File: src/rtl/smbus_idx_pkg.sv
package smbus_idx_pkg;

   // Bus-engine phases of the target
   typedef enum logic [2:0] {
      ST_IDLE,   // not addressed, wait for a start
      ST_RX,     // shifting in a byte from the host
      ST_ACK,    // holding the acknowledge bit low
      ST_TX,     // shifting out a byte to the host
      ST_MACK    // sampling the host acknowledge
   } bus_state_t;

   // Meaning of the byte currently being received
   typedef enum logic [1:0] {
      RX_ADDR,
      RX_INDEX,
      RX_COUNT,
      RX_DATA
   } rx_kind_t;

endpackage

File: src/rtl/smbus_idx_cond.sv
// Edge and bus-condition detector for pre-synchronized SCL/SDA
module smbus_idx_cond (
   input  logic clk,
   input  logic rst_n,
   input  logic scl_i,
   input  logic sda_i,
   output logic scl_rise,
   output logic scl_fall,
   output logic start_det,
   output logic stop_det
);

   logic scl_q;
   logic sda_q;

   always_ff @(posedge clk or negedge rst_n) begin
      if (!rst_n) begin
         scl_q <= 1'b1;
         sda_q <= 1'b1;
      end else begin
         scl_q <= scl_i;
         sda_q <= sda_i;
      end
   end

   assign scl_rise  =  scl_i && !scl_q;
   assign scl_fall  = !scl_i &&  scl_q;
   assign start_det =  scl_i &&  scl_q &&  sda_q && !sda_i;
   assign stop_det  =  scl_i &&  scl_q && !sda_q &&  sda_i;

endmodule

File: src/rtl/smbus_idx_index.sv
// Register index pointer: load from the index byte, step with wrap
module smbus_idx_index #(
   parameter int NUM_REGS = 16,
   localparam int IW = (NUM_REGS > 2) ? $clog2(NUM_REGS) : 1
) (
   input  logic          clk,
   input  logic          rst_n,
   input  logic          load,
   input  logic [7:0]    load_val,
   input  logic          step,
   output logic [IW-1:0] idx
);

   localparam logic [IW-1:0] LAST    = IW'(NUM_REGS - 1);
   localparam logic [8:0]    LIMIT   = 9'(NUM_REGS);
   localparam bit            IS_POW2 = ((NUM_REGS & (NUM_REGS - 1)) == 0);

   logic [IW-1:0] load_idx;
   logic [IW-1:0] next_idx;
   logic          unused_load_bits;

   assign unused_load_bits = ^load_val;

   generate
      if (IS_POW2) begin : g_pow2
         // natural wrap of the counter width
         assign load_idx = load_val[IW-1:0];
         assign next_idx = idx + 1'b1;
      end else begin : g_mod
         // out-of-range start falls back to index 0
         assign load_idx = ({1'b0, load_val} < LIMIT) ? load_val[IW-1:0] : '0;
         assign next_idx = (idx == LAST) ? '0 : idx + 1'b1;
      end
   endgenerate

   always_ff @(posedge clk or negedge rst_n) begin
      if (!rst_n)
         idx <= '0;
      else if (load)
         idx <= load_idx;
      else if (step)
         idx <= next_idx;
   end

endmodule

File: src/rtl/smbus_idx_count.sv
// Shadow of the count register returned first on every read
module smbus_idx_count #(
   parameter logic [7:0] COUNT_RESET = 8'h00
) (
   input  logic       clk,
   input  logic       rst_n,
   input  logic       we,
   input  logic [7:0] din,
   output logic [7:0] count
);

   always_ff @(posedge clk or negedge rst_n) begin
      if (!rst_n)
         count <= COUNT_RESET;
      else if (we)
         count <= din;
   end

endmodule

File: src/rtl/smbus_idx_regs.sv
// SMBus target with indexed block write and block read
module smbus_idx_regs
   import smbus_idx_pkg::*;
#(
   parameter logic [6:0]          ADDR7       = 7'h69,
   parameter int                  NUM_REGS    = 16,
   parameter int                  COUNT_IDX   = 8,
   parameter logic [7:0]          COUNT_RESET = 8'h00,
   parameter logic [NUM_REGS-1:0] WR_MASK     = NUM_REGS'(9'h1FF),
   localparam int                 IW          = (NUM_REGS > 2) ? $clog2(NUM_REGS) : 1
) (
   input  logic          clk,
   input  logic          rst_n,
   input  logic          scl_i,
   input  logic          sda_i,
   output logic          sda_oe,
   output logic          wr_en,
   output logic [IW-1:0] wr_idx,
   output logic [7:0]    wr_data,
   output logic [IW-1:0] rd_idx,
   input  logic [7:0]    rd_data
);

   localparam logic [IW-1:0] CNT_IDX = IW'(COUNT_IDX);

   // elaboration-time parameter checks
   generate
      if (NUM_REGS < 2 || NUM_REGS > 256) begin : g_bad_num_regs
         $error("NUM_REGS must lie in 2..256");
      end
      if (COUNT_IDX < 0 || COUNT_IDX >= NUM_REGS) begin : g_bad_count_idx
         $error("COUNT_IDX must address an implemented register");
      end
   endgenerate

   logic scl_rise, scl_fall, start_det, stop_det;

   smbus_idx_cond u_cond (
      .clk       (clk),
      .rst_n     (rst_n),
      .scl_i     (scl_i),
      .sda_i     (sda_i),
      .scl_rise  (scl_rise),
      .scl_fall  (scl_fall),
      .start_det (start_det),
      .stop_det  (stop_det)
   );

   bus_state_t    state;
   rx_kind_t      kind;
   rx_kind_t      ack_kind;
   logic          ack_to_tx;
   logic [7:0]    shreg;
   logic [3:0]    bitcnt;
   logic [7:0]    remaining;
   logic          host_ack;
   logic          oe_q;
   logic          wr_en_q;
   logic [IW-1:0] wr_idx_q;
   logic [7:0]    wr_data_q;
   logic [IW-1:0] idx;
   logic [7:0]    count_q;

   // byte-level events
   logic byte_done, addr_hit, data_take, idx_load, idx_step, tx_next, cnt_we, idx_writable;

   assign byte_done    = (state == ST_RX) && scl_fall && (bitcnt == 4'd8);
   assign addr_hit     = (shreg[7:1] == ADDR7);
   assign data_take    = byte_done && (kind == RX_DATA) && (remaining != 8'd0);
   assign idx_load     = byte_done && (kind == RX_INDEX);
   assign tx_next      = (state == ST_MACK) && scl_fall && host_ack;
   assign idx_step     = data_take || tx_next;
   assign idx_writable = WR_MASK[idx];
   assign cnt_we       = data_take && idx_writable && (idx == CNT_IDX);

   smbus_idx_index #(.NUM_REGS(NUM_REGS)) u_index (
      .clk      (clk),
      .rst_n    (rst_n),
      .load     (idx_load),
      .load_val (shreg),
      .step     (idx_step),
      .idx      (idx)
   );

   smbus_idx_count #(.COUNT_RESET(COUNT_RESET)) u_count (
      .clk   (clk),
      .rst_n (rst_n),
      .we    (cnt_we),
      .din   (shreg),
      .count (count_q)
   );

   always_ff @(posedge clk or negedge rst_n) begin
      if (!rst_n) begin
         state     <= ST_IDLE;
         kind      <= RX_ADDR;
         ack_kind  <= RX_ADDR;
         ack_to_tx <= 1'b0;
         shreg     <= '0;
         bitcnt    <= '0;
         remaining <= '0;
         host_ack  <= 1'b0;
         oe_q      <= 1'b0;
         wr_en_q   <= 1'b0;
         wr_idx_q  <= '0;
         wr_data_q <= '0;
      end else begin
         wr_en_q <= 1'b0;
         if (start_det) begin
            state  <= ST_RX;
            kind   <= RX_ADDR;
            bitcnt <= '0;
            oe_q   <= 1'b0;
         end else if (stop_det) begin
            state  <= ST_IDLE;
            bitcnt <= '0;
            oe_q   <= 1'b0;
         end else begin
            case (state)
               ST_RX: begin
                  if (scl_rise && bitcnt != 4'd8) begin
                     shreg  <= {shreg[6:0], sda_i};
                     bitcnt <= bitcnt + 4'd1;
                  end else if (byte_done) begin
                     bitcnt <= '0;
                     case (kind)
                        RX_ADDR: begin
                           if (addr_hit) begin
                              state     <= ST_ACK;
                              oe_q      <= 1'b1;
                              ack_to_tx <= shreg[0];
                              ack_kind  <= RX_INDEX;
                           end else begin
                              state <= ST_IDLE;
                           end
                        end
                        RX_INDEX: begin
                           state     <= ST_ACK;
                           oe_q      <= 1'b1;
                           ack_to_tx <= 1'b0;
                           ack_kind  <= RX_COUNT;
                        end
                        RX_COUNT: begin
                           state     <= ST_ACK;
                           oe_q      <= 1'b1;
                           ack_to_tx <= 1'b0;
                           ack_kind  <= RX_DATA;
                           remaining <= shreg;
                        end
                        default: begin
                           if (data_take) begin
                              state     <= ST_ACK;
                              oe_q      <= 1'b1;
                              ack_to_tx <= 1'b0;
                              ack_kind  <= RX_DATA;
                              remaining <= remaining - 8'd1;
                              wr_en_q   <= idx_writable;
                              wr_idx_q  <= idx;
                              wr_data_q <= shreg;
                           end else begin
                              state <= ST_IDLE;
                           end
                        end
                     endcase
                  end
               end
               ST_ACK: begin
                  if (scl_fall) begin
                     if (ack_to_tx) begin
                        state  <= ST_TX;
                        shreg  <= count_q;
                        oe_q   <= ~count_q[7];
                        bitcnt <= '0;
                     end else begin
                        state <= ST_RX;
                        kind  <= ack_kind;
                        oe_q  <= 1'b0;
                     end
                  end
               end
               ST_TX: begin
                  if (scl_fall) begin
                     if (bitcnt == 4'd7) begin
                        state    <= ST_MACK;
                        oe_q     <= 1'b0;
                        bitcnt   <= '0;
                        host_ack <= 1'b0;
                     end else begin
                        shreg  <= {shreg[6:0], 1'b0};
                        oe_q   <= ~shreg[6];
                        bitcnt <= bitcnt + 4'd1;
                     end
                  end
               end
               ST_MACK: begin
                  if (scl_rise) begin
                     host_ack <= ~sda_i;
                  end else if (scl_fall) begin
                     if (host_ack) begin
                        state <= ST_TX;
                        shreg <= rd_data;
                        oe_q  <= ~rd_data[7];
                     end else begin
                        state <= ST_IDLE;
                     end
                  end
               end
               default: ;
            endcase
         end
      end
   end

   assign sda_oe  = oe_q;
   assign wr_en   = wr_en_q;
   assign wr_idx  = wr_idx_q;
   assign wr_data = wr_data_q;
   assign rd_idx  = idx;

endmodule

File: config.mk
export PLATFORM = sky130hd
export DESIGN_NAME = smbus_idx_regs
export DESIGN_NICKNAME = d
export VERILOG_FILES = /design/src/rtl/smbus_idx_pkg.sv /design/src/rtl/smbus_idx_cond.sv /design/src/rtl/smbus_idx_index.sv /design/src/rtl/smbus_idx_count.sv /design/src/rtl/smbus_idx_regs.sv
export SDC_FILE = /design/constraint.sdc
export NUM_CORES = 1
export LEC_CHECK = 0
export BUFFER_PORTS_ARGS = -buffer_cell sky130_fd_sc_hd__buf_2
export CAP_MARGIN = 20
export CORE_MARGIN = 3
export CORE_UTILIZATION = 48
export CTS_CLUSTER_SIZE = 8
export DETAILED_ROUTE_END_ITERATION = 8
export GPL_ROUTABILITY_DRIVEN = 0
export GPL_TIMING_DRIVEN = 0
export PLACE_DENSITY = 0.66
export SYNTH_ARGS = -nofsm -noshare
export SYNTH_HDL_FRONTEND = slang
export SYNTH_SLANG_ARGS = --single-unit
File: constraint.sdc
create_clock -name clk -period 3.1 [get_ports clk]
set_input_delay 0.155 -clock clk [delete_from_list [all_inputs] [get_ports clk]]
set_output_delay 0.155 -clock clk [all_outputs]
set_load 0.01 [all_outputs]
**Yosys cells after proc, flatten, opt, wreduce, memory -nomap -nowiden**

Memories as Yosys holds them, arrays and structs flattened.
Cells that the tools add are included.

- Memories kept: 1
- Output and inout port bits: 18
- Latch bits: 0
- Logic and storage cells: 189
- Memory bits (read-only): 16
- Input port bits: 12
- RAM bits: 0
- Flip-flop bits (word level): 57

- Add/sub/neg operators: 3
- Multipliers: 0
- Magnitude comparators: 1
- Divide/modulo/power cells: 0
- Reduce and logical (&&, ||, !) cells: 47
- Multiplexer cells: 75
- Bitwise logic cells: 9
- Eq/ne operators: 37
- Shift operators: 0

Memory list:

| name | depth | width | rd ports | clocked after Yosys merged registers in | write ports | RTL line | text |
|---|---|---|---|---|---|---|---|
| (no name shown) | 16 | 1 | 1 | 0 | 0 | smbus_idx_regs.sv:73 | `assign idx_writable = WR_MASK[idx];` |

Operator list:

| cell | number |
|---|---|
| $mux 8 | 9 |
| $mux 4 | 10 |
| $ne 4x4->1 const B | 10 |
| $pmux 8 s4 | 1 |
| $reduce_and 7->1 | 4 |
| $mux 3 | 9 |
| $mux 1 | 26 |
| $ne 2x2->1 const B | 12 |
| $mux 2 | 11 |
| $logic_and 1x1->1 | 17 |
| $pmux 8 s2 | 1 |
| $pmux 3 s4 | 1 |
| $pmux 4 s3 | 1 |
| $reduce_and 11->1 | 1 |
| $reduce_and 10->1 | 1 |
| $reduce_bool 2->1 | 5 |
| $not 1->1 | 9 |
| $add 4x1->4 const B | 2 |
| $eq 4x4->1 const B | 2 |
| $reduce_and 8->1 | 1 |
| $reduce_bool 4->1 | 2 |
| $reduce_bool 8->1 | 1 |
| $sub 8x1->8 const B | 1 |
| $eq 7x7->1 const B | 1 |
| 26 further kinds | 34 |

**Longest topological paths before layout**

- Word-level depth: 13
- Depth in mapped cells: 9
- Gate-level depth less buffers: 7

**Cells and area by module**

From an unflattened synthesis, not the netlist that was laid out.

- Cells, all modules: 330
- Area total of the unflattened synthesis: 3467.1 µm²

Modules (own cells, without submodules):

| module | cells each | seq. area each (µm²) | area an instance (µm²) | instances |
|---|---|---|---|---|
| smbus_idx_regs | 289 | 1076.0 | 2847.7 | 1 |
| smbus_idx_count | 17 | 200.2 | 331.6 | 1 |
| smbus_idx_index | 18 | 100.1 | 202.7 | 1 |
| smbus_idx_cond | 6 | 52.6 | 85.1 | 1 |

**Least setup slack after synthesis**

Ideal clock, no wire load.

- Kind: flip-flop to flip-flop
- Start: reg remaining[3]
- End: reg remaining[2]
- Period minus slack after synthesis: 2265 ps
- Arrival time: 2142 ps
- Buffers on the path: 1
- Setup time: 123 ps
- Stages on the path, launching flop included: 7
- Required time: 2977 ps
- Slack: 835 ps
- Cell sequence: dfrtp_1 -> or4_1 -> nor4b_4 -> o21bai_4 -> and2_1 -> buf_2 -> o221a_1

- Longest elaborated chain between the ends: 4

Ends and longest elaborated chain:

| what | RTL line | text |
|---|---|---|
| start, declared | smbus_idx_regs.sv:55 | `logic [7:0] remaining;` |
| start signal, assigned | smbus_idx_regs.sv:148 | `remaining <= shreg;` |
| start signal, assigned | smbus_idx_regs.sv:156 | `remaining <= remaining - 8'd1;` |
| $reduce_bool 8->1 | smbus_idx_regs.sv:69 | `assign data_take = byte_done && (kind == RX_DATA) && (remaining != 8'd0);` |
| $logic_and 1x1->1 | smbus_idx_regs.sv:69 |  |
| $reduce_bool 2->1 (no source line) | -- |  |
| $reduce_and 7->1 (no source line) | -- |  |

No other way between the ends.
A chain may end at the register's enable or synchronous reset.

**Final worst setup path**

- Start: reg state[1]
- End: reg wr_data_q[6] (netlist: wr_data[6])

- Longest elaborated chain between the ends: 6

Ends and longest elaborated chain:

| what | RTL line | text |
|---|---|---|
| start, declared | smbus_idx_regs.sv:49 | `bus_state_t state;` |
| start signal, assigned | smbus_idx_regs.sv:95 | `state <= ST_IDLE;` |
| start signal, assigned | smbus_idx_regs.sv:110 | `state <= ST_RX;` |
| start signal, assigned | smbus_idx_regs.sv:115 | `state <= ST_IDLE;` |
| $eq 3x1->1 (*) | smbus_idx_regs.sv:67, smbus_idx_regs.sv:119 |  |
| $logic_and 1x1->1 (2 in a row) | smbus_idx_regs.sv:67 | `assign byte_done = (state == ST_RX) && scl_fall && (bitcnt == 4'd8);` |
| $logic_and 1x1->1 (2 in a row) | smbus_idx_regs.sv:69 |  |
| $reduce_and 7->1 (no source line) (*) | -- |  |
| end signal, assigned | smbus_idx_regs.sv:159 | `wr_data_q <= shreg;` |
| end, declared | smbus_idx_regs.sv:60 | `logic [7:0] wr_data_q;` |

Every way passes the cells marked *; elsewhere a longest branch is shown, timed or not.

==> out/metrics.csv <==
metric;value;unit
status;completed;
initial_core_util;49.8;%
synth_compound_area_share;18.6;%
vias;2845;
ys_types;55;
reg2reg_from;state[1]$_DFFE_PN0P_;
sequentialPowerShare;37.3;%
fmax;378;MHz
num_rows;30;
num-fill-cells;626;
synthSimpleGateAreaFrac;19.7;%
finalPower;2920;uW
required;3340;ps
fin_crit_sh;85.3;%
rrSetupSlack;460;ps
drt_first_iter_violations;152;
syn2layout_area_growth;16.0;%
post-synth-top-count-cell;dfrtp_1;
max_cap_viol_count;0;
die_y;90.2;um
ant_nets;0;
fin_tns_setup;0;ps
hold_path_class;in -> reg;
port_buffers;29;
grt_max_degree;38;
cts_made_buffers;9;
insertedDiodeCount;0;
cts_post_setup_buffers_inserted;0;
startpoint_type;register;
synth-warning-count;0;
ys_seq_area_share;42.0;%
place_hpwl;5640;um
combPwrFrac;35.2;%
track_usage;20.8;%
routed_via_density;5.82;
synthAdderAreaFrac;4.42;%
syn_area;0.00340;mm2
synth_cells;344;
crit_chain;clkbuf_1 > nor3b_2 > nand4_1 > nor2_1 > buf_2 > mux2_2;
synth_top_area_share;40.5;%
clkPwrFrac;27.5;%
cp_slowest_stage_delay;440;ps
timing.slew.headroom;52.2;%
clock_sinks;57;
slew_viol_final;0;
path_buf_inv;2;
cts_buffer_depth;2;
grt-ovfl-total;0;
skew;9.09;ps
p_int;1790;uW
top_level_ports;30;
synth_top_cell_by_area;dfrtp_1;
drive_above_1_share;22.9;%
cpMaxStageDelayCell;nand4_1;
synthMuxAreaShare;11.4;%
cp_max_fo;10;
hold_viol_final;0;
netlist_top_cells_count;dfrtp_1, mux2_2, nor2_1;
wl_per_cell;16.4;um
dr.pass1.iters;4;
worstHoldPathCells;4;
min_from;rd_data[4];
htreeDepth;3;
routed_wl;8000;um
multi_input_area;0.00186;mm2
clk_pin_slew_worst_paths;80;ps
p_leak;0.00182;uW
crit_family;simple AND/OR/NAND/NOR gates;
reg2reg_to;wr_data[6]$_DFFE_PN0P_;
coreArea;0.00683;mm2
path_class;reg -> reg;
hold_ws;232;ps
die_area;0.00813;mm2
whs_endpoint;shreg[4]$_DFFE_PN0P_;
synth_top_family_by_area;simple AND/OR/NAND/NOR gates;
grt_setup_unrepaired;no;
fin_nets;412;
cts-root-buf;clkbuf_8;
netlist_top_cells_area;dfrtp_1, mux2_2, ha_1, o22ai_1, a21oi_1;
swShare;38.7;%
cts_tree;done;
fin_crit;2640;ps
seq_area;0.00143;mm2
max-vdd-ir-drop;0.471;mV
synth_nets;368;
reg2reg_depth;6;
setup_viol;0;
switchingPower;1130;uW
avgSynthCellArea;9.88;um2
antenna_found_initial;0;
postCtsResizedCells;0;
dp.cells;470;
arrival;2880;ps
layoutNonFillerInstCount;489;
die_w;90.2;um
ys_ff_latch;57;
grt_pass1_vias;2732;
crit_path_end_kind;register;
async_reset_ff_share;100;%
clkLatencyLatePin;350;ps
synth-edff-count;0;
grt_pass1_wl;13800;um
pwr_density_cell;741;mW/mm2
synth_xor_area_share;0.515;%
synth-main-ff-cell;dfrtp_1;
drc;0;
worstMarginPinSlew;713;ps
==> cells by family (layout without fill, tap and decap cells) <==
| family | after synthesis | in the layout |
|---|---|---|
| buffers and inverters | 29 | 78 |
| AO/OA/AOI/OAI | 93 | 93 |
| flip-flops | 57 | 57 |
| AND/OR/NAND/NOR | 116 | 116 |
| XOR/XNOR | 2 | 2 |
| adder cells (fa/ha/maj) | 12 | 12 |
| multiplexers | 35 | 35 |
==> worst max-delay path by stage <==
stage | cells past startpoint | startpoint | end | slack (ps)
global route | 6 | state[1]$_DFFE_PN0P_ | wr_data[6]$_DFFE_PN0P_ | 250
finish | 6 | state[1]$_DFFE_PN0P_ | wr_data[6]$_DFFE_PN0P_ | 460
CTS | 6 | state[1]$_DFFE_PN0P_ | wr_data[0]$_DFFE_PN0P_ | 480
detailed placement | 6 | state[1]$_DFFE_PN0P_ | wr_data[1]$_DFFE_PN0P_ | 480
floorplan | 6 | remaining[3]$_DFFE_PN0P_ | remaining[2]$_DFFE_PN0P_ | 840
global placement | 6 | state[1]$_DFFE_PN0P_ | wr_data[5]$_DFFE_PN0P_ | 490
==> routing by layer <==
layer  up-vias  share of wire [%]  track usage (%)
li1       1375                  -                -
met1      1393                 49             30.2
met2        68                 45             30.2
met3         9                4.6             4.69
met4         0                1.2             7.53
met5         -                  0                0
==> what timing repair did <==
item,4_1_cts,5_1_grt
setup endpoints to repair,0,0
hold buffers,3,0
hold endpoints to repair,20,0
==> per-stage QoR <==
step / utilization, % / cell area (um2) / setup slack (ps)
after global routing: 57.7 / 3940 / 250
after floorplan: - / 3400 / 835
after global placement: 53.6 / 3660 / 488
after detailed placement: 53.9 / 3680 / 478
final: 57.7 / 3940 / 456
after CTS: 57.7 / 3940 / 478
==> flip-flops by register name (all words and copies together), names as in the netlist, 2 cells and up <==
name	cells
u_index.idx	4
u_count.count	8
state	3
wr_idx	4
bitcnt	4
wr_data	8
kind	2
shreg	8
ack_kind	2
remaining	8
==> tightest hold or removal path: stages <==
cell and delay [ps]:
buf_2 80, o22ai_1 50, a21oi_1 110, mux2_2 150
==> power groups by stage <==
stage / Combinational, uW / Sequential [uW] / Clock (uW)
after floorplan: 776 / 1030 / 0
after global placement: 1000 / 1090 / 0
after detailed placement: 1020 / 1100 / 0
after CTS: 1030 / 1090 / 808
after global routing: 1150 / 1120 / 847
final: 1030 / 1090 / 802
==> placed cells by master (no fill, tap or decap), types with 11 or more instances in the layout <==
master    instances
ha_1             12
buf_2            32
nand3_1          12
mux2_2           30
o22ai_1          20
inv_1            13
dfrtp_1          55
nand2_1          22
o21ai_0          14
nor2_1           26
clkbuf_1         11
a21oi_1          20
==> final cells by class <==
cell class | count | area share [%]
flip-flops and latches | 57 | 36.2
clock buffers | 9 | 3.14
clock inverters | 7 | 2.63
repair buffers | 33 | 4.95
well taps | 96 | 3.05
multi-input cells | 258 | 47.1
plain buffers | 15 | 1.52
inverters | 14 | 1.33
Power figures use the tool's default switching activity.
